**src/rtl/burst_seq_pkg.sv**
```systemverilog
package burst_seq_pkg;

    localparam int OFS_W = 2;

    typedef enum logic {
        ORD_LINEAR = 1'b0,
        ORD_XOR    = 1'b1
    } order_e;

    typedef struct packed {
        logic [OFS_W-1:0] base;
        logic [OFS_W-1:0] beat;
        logic             wr;
        order_e           ord;
    } ctl_t;

endpackage

```
**src/rtl/burst_order_gen.sv**
```systemverilog
module burst_order_gen
    import burst_seq_pkg::*;
#(
    parameter int W = OFS_W
) (
    input  logic [W-1:0] base,
    input  logic [W-1:0] beat,
    input  order_e       ord,
    output logic [W-1:0] ofs
);

    logic [W-1:0] lin_ofs;
    logic [W-1:0] xor_ofs;

    always_comb begin
        lin_ofs = W'(base + beat);
        xor_ofs = base ^ beat;
        ofs     = (ord == ORD_XOR) ? xor_ofs : lin_ofs;
    end

endmodule

```
**src/rtl/burst_ctl_next.sv**
```systemverilog
module burst_ctl_next
    import burst_seq_pkg::*;
(
    input  ctl_t             cur,
    input  logic             en_n,
    input  logic             load_n,
    input  logic [OFS_W-1:0] start_ofs,
    input  logic             wr_start,
    input  logic             mode,
    output ctl_t             nxt
);

    always_comb begin
        nxt = cur;
        if (!en_n) begin
            if (!load_n) begin
                nxt.base = start_ofs;
                nxt.beat = '0;
                nxt.wr   = wr_start;
                nxt.ord  = mode ? ORD_XOR : ORD_LINEAR;
            end else begin
                nxt.beat = OFS_W'(cur.beat + 1'b1);
            end
        end
    end

endmodule

```
**src/rtl/burst_addr_seq.sv**
```systemverilog
module burst_addr_seq
    import burst_seq_pkg::*;
#(
    parameter int ADDR_W = 8
) (
    input  logic              clk,
    input  logic              rst_n,
    input  logic              en_n,
    input  logic              load_n,
    input  logic [ADDR_W-1:0] start_addr,
    input  logic              wr_start,
    input  logic              mode,
    output logic [ADDR_W-1:0] addr,
    output logic              is_write
);

    localparam int UP_W = ADDR_W - OFS_W;

    ctl_t            ctl_d, ctl_q;
    logic [UP_W-1:0] up_d, up_q;
    logic [OFS_W-1:0] ofs;

    burst_ctl_next u_next (
        .cur       (ctl_q),
        .en_n      (en_n),
        .load_n    (load_n),
        .start_ofs (start_addr[OFS_W-1:0]),
        .wr_start  (wr_start),
        .mode      (mode),
        .nxt       (ctl_d)
    );

    always_comb begin
        up_d = up_q;
        if (!en_n && !load_n) begin
            up_d = start_addr[ADDR_W-1:OFS_W];
        end
    end

    always_ff @(posedge clk or negedge rst_n) begin
        if (!rst_n) begin
            ctl_q <= '0;
            up_q  <= '0;
        end else begin
            ctl_q <= ctl_d;
            up_q  <= up_d;
        end
    end

    burst_order_gen #(.W(OFS_W)) u_order (
        .base (ctl_q.base),
        .beat (ctl_q.beat),
        .ord  (ctl_q.ord),
        .ofs  (ofs)
    );

    assign addr     = {up_q, ofs};
    assign is_write = ctl_q.wr;

endmodule

```
**config.mk**
```make
export PLATFORM = sky130hd
export DESIGN_NAME = burst_addr_seq
export DESIGN_NICKNAME = d
export VERILOG_FILES = /design/src/rtl/burst_seq_pkg.sv /design/src/rtl/burst_order_gen.sv /design/src/rtl/burst_ctl_next.sv /design/src/rtl/burst_addr_seq.sv
export SDC_FILE = /design/constraint.sdc
export NUM_CORES = 1
export LEC_CHECK = 0
export BUFFER_PORTS_ARGS = -buffer_cell sky130_fd_sc_hd__buf_2
export CORE_AREA = 2 2 39 41
export CTS_CLUSTER_SIZE = 25
export DETAILED_ROUTE_END_ITERATION = 10
export DIE_AREA = 0 0 41 43
export PLACE_DENSITY = 0.8
export REMOVE_ABC_BUFFERS = 1
export SYNTH_ARGS = -nofsm -noshare
export SYNTH_HDL_FRONTEND = slang
export SYNTH_HIERARCHICAL = 1
export SYNTH_SLANG_ARGS = --single-unit
```
**constraint.sdc**
```tcl
create_clock -name clk -period 1 [get_ports clk]
set_input_delay 0.15 -clock clk [delete_from_list [all_inputs] [get_ports clk]]
set_output_delay 0.15 -clock clk [all_outputs]
set_load 0.005 [all_outputs]
```
---- Word level (Yosys, flattened, before mapping) ----
Cells that the tools add are included.
cells by class
  reduce and logical (&&, ||, !) cells .... 4
  bitwise gates (word level) .............. 3
  $add $sub $neg .......................... 2
  multiplexer cells ....................... 3
operator list
  operator                                                        number
  2-bit 2-to-1 mux                                                2
  2-bit by 1-bit adder with 2-bit output (second input constant)  1
  2-bit adder                                                     1
  1-bit zero test                                                 2
  1-bit inverter                                                  2
  2-bit AND reduction                                             1
  2-bit bitwise XOR                                               1
  1-bit logical AND                                               1
  1-bit 2-to-1 mux                                                1
storage, ports and cells
  logic and storage cells ................. 17
  output and inout bits ................... 9
  register bits after elaboration ......... 12
  bits of input ports ..................... 14

---- Depth between registers and ports, before layout ----
  depth after elaboration ................. 2
  mapped depth ............................ 3
  gate-level depth less buffers ........... 3

---- Hierarchy ----
The synthesis kept the hierarchy.
by module, submodules not included
  module           cells an instance  area each (um2)  times used
  burst_addr_seq   19                 379.1            1
  burst_ctl_next   12                 112.6            1
  burst_order_gen  4                  36.3             1

---- Least setup slack after synthesis ----
No wires, ideal clock.
  kind .................................... register -> output
  start ................................... register ctl_q[2] (netlist bit)
  end ..................................... output addr[1]
  cell stages (with the launch flop) ...... 4
  slack ................................... 23 ps
  arrival time ............................ 827 ps
  required time ........................... 850 ps
  cell sequence ........................... dfrtp_1 > ha_1 > nor2b_1 > xnor2_1
between the ends
  word-level cells in the longest chain between the ends .. 2
RTL lines
  element                 RTL line               text
  from (decl)             burst_addr_seq.sv:19   ctl_t ctl_d, ctl_q;
  from (signal assigned)  burst_addr_seq.sv:45   ctl_q <= ctl_d;
  2-bit adder             burst_order_gen.sv:16  lin_ofs = W'(base + beat);
  2-bit 2-to-1 mux        burst_order_gen.sv:18  ofs = (ord == ORD_XOR) ? xor_ofs : lin_ofs;
  to (decl)               burst_addr_seq.sv:13   output logic [ADDR_W-1:0] addr,
No other way between the ends.

---- Worst setup path after layout ----
  start ................................... register ctl_q[4] (netlist bit)
  end ..................................... output addr[1]
The elaborated chain is that of the path after synthesis.

==> reports/results.ini <==
[status]
status=finished, violations left
violations=setup timing

[sta]
relSlewSlack_pct=81.4
hold_viol_final=0
fin_skew_ns=0.00273
worst_pin_slew_ns=0.279
period_share_pct=135
fin_setup_tns_ns=-0.545
maxSlewViolCount=0
grt_setup_unrepaired=true
fmax_mhz=739
finalSetupViolations=2
fin_ws_ns=-0.353
period_needed_ns=1.35

[detailed_routing]
routed_wl_mm=1.06
drt_iter0_drc=2
drtAntennaViolNets=0
via_per_inst=4.57
vias=375
remaining_drc_errors=0
wire_per_inst_um=12.9
dr.pass1.iters=3

[logic_synthesis]
ys_seq_area_share_pct=56.9
synth-edff-count=0
synthArstFlopShare_pct=100
yosysUniqueCellTypes=13
synth_area_leader_cell=dfrtp_1
ys.flop_type=dfrtp_1
yosys_register_bits=12
ys_warn_count=6
synth.most_common_cell=dfrtp_1
syn_avg_cell_area_um2=15.1
synth_area_leaders=dfrtp_1 (57%), mux2_2 (13%), mux2_4 (11%)
synth_top_cell_area_share_pct=56.9
syn_inst=35
synth_area_um2=528
netlist_top_cells_count=dfrtp_1 (12), mux2_2 (6), mux2_4 (4)

[critical_path]
worst-path-buf-inv=1
critPathTopFamily=flip-flops
cp.arrival_ns=1.20
worstPathMaxFanout=2
crit_type=register to output port
setup.worst_path.end_class=output port
crit_chain=ha_4 > nor2b_4 > xnor2_1 > buf_2
crit_required_ns=0.85
crit_slowest_cell=dfrtp_1
start_kind=register
slowest_delay_ns=0.42

[clock_tree]
cts.clk_slew.worst_paths_ns=0.07
cts_root_buf=clkbuf_4
clk_latency_ns=0.27
numCtsBuffers=3
cts_max_level=1
clk_path_buf_depth=2
cts_sinks=12
cts_tree=done

[floorplan]
num_rows=14
start_util_pct=38.2
die_w_um=41
num_io_pins=23
die_height_um=43
core_area_mm2=0.00138
die_area_mm2=0.00176

[grt]
grt_pass1_vias=366
antenna_found_initial=0
gr-total-overflow=0
grt.total_usage_pct=14.0
grt_max_degree=13
grt_pass1_wl_mm=1.58

[power_and_ir_drop]
ir_drop_mv=0.762
p_leak_nw=0.367
p_per_area_mw_per_mm2=1740

[placed_design]
gp_congestion=0.684
dpl.hpwl_um=767
pre_cts_slack_ns=-0.0921
place_area_um2=681
portBuffers=22

[final_layout]
num-fill-cells=125
diodes=0
drive_gt1_share_pct=68.2
register_area_um2=300
final_core_util_pct=55.5
stdcell_area_um2=768
multiInputGateArea_um2=251
fin_nets=82
area_delta_synth_final_pct=45.5

[worst_hold_path]
hold_path.class=input port to register

[flow_run]
drv_cap=0

-- final timing paths --
kind	slack [ns]	depth (start not counted)	end	startpoint
hold / removal	0.11	2	up_q[1]	start_addr[3]
setup / recovery	-0.35	4	addr[1]	ctl_q[4]
hold reg to reg	0.51	1	up_q[1]	up_q[1]
max in group asynchronous	0.50	2	up_q[0]	rst_n
setup reg to reg	0.06	2	ctl_q[4]	ctl_q[4]
min in group asynchronous	0.28	2	up_q[5]	rst_n
-- power breakdown --
part,switching [mW],internal (mW),leakage [nW]
Clock,0.156,0.221,0.0210
Sequential,0.0475,0.559,0.143
Combinational,0.124,0.228,0.203
Total,0.327,1.01,0.367
-- routing by layer --
metal  part of all wire [%]  vias up  global-route usage [%]
li1                       -      183                       -
met1                     40      180                    15.3
met2                     53       12                    22.8
met3                    6.5        0                    3.66
met4                      0        0                    8.00
met5                      0        -                       0
-- kinds of logic (layout without fill, tap and decap cells) --
group                    after synthesis  after routing  share of synthesized area (%)
XOR/XNOR                               2              2                           3.32
buffers and inverters                  1             32                          0.710
adder cells (fa/ha/maj)                1              1                           2.37
AO/OA/AOI/OAI                          2              2                           2.37
multiplexers                          10             10                           24.2
AND/OR/NAND/NOR                        7              7                           10.2
flip-flops                            12             12                           56.9
-- sequential cells by signal (all words and copies together), names as in the netlist --
signal and cells:
up_q 6, is_write 1, ctl_q 5
-- per-stage QoR --
step / power, mW / hold slack, ns / instances
floorplan: 0.763 / -0.146 / 35
global placement: 0.904 / 0.0412 / 76
detailed placement: 0.918 / 0.0427 / 76
CTS: 1.32 / 0.0973 / 82
global route: 1.42 / 0.108 / 82
finish: 1.34 / 0.107 / 82
-- layout make-up --
class	instances	share of cell area, %
clock buffers	4	4.72
inverters	1	0.489
multi-input cells	22	32.7
flip-flops and latches	12	39.1
well taps	16	2.61
repair buffers	27	20.4
-- timing repair --
| action | CTS | global route |
|---|---|---|
| pin swaps | 2 | 2 |
| hold endpoints to repair | 12 | 0 |
| gates resized for setup | 3 | 4 |
| hold buffers | 1 | 0 |
| setup buffers | 1 | 0 |
| endpoints found under the setup margin | 2 | 2 |
-- placed cells by master, fill, tap and decap left out, types with 2 or more instances in the layout --
cell type	netlist	routed
buf_2	0	21
clkbuf_4	0	3
nand2_1	2	2
mux2_2	6	6
xnor2_1	2	2
mux2_4	4	4
dfrtp_1	12	12
nor2_4	2	2
buf_4	0	4
Note: power is estimated with default switching activity, not from simulation.
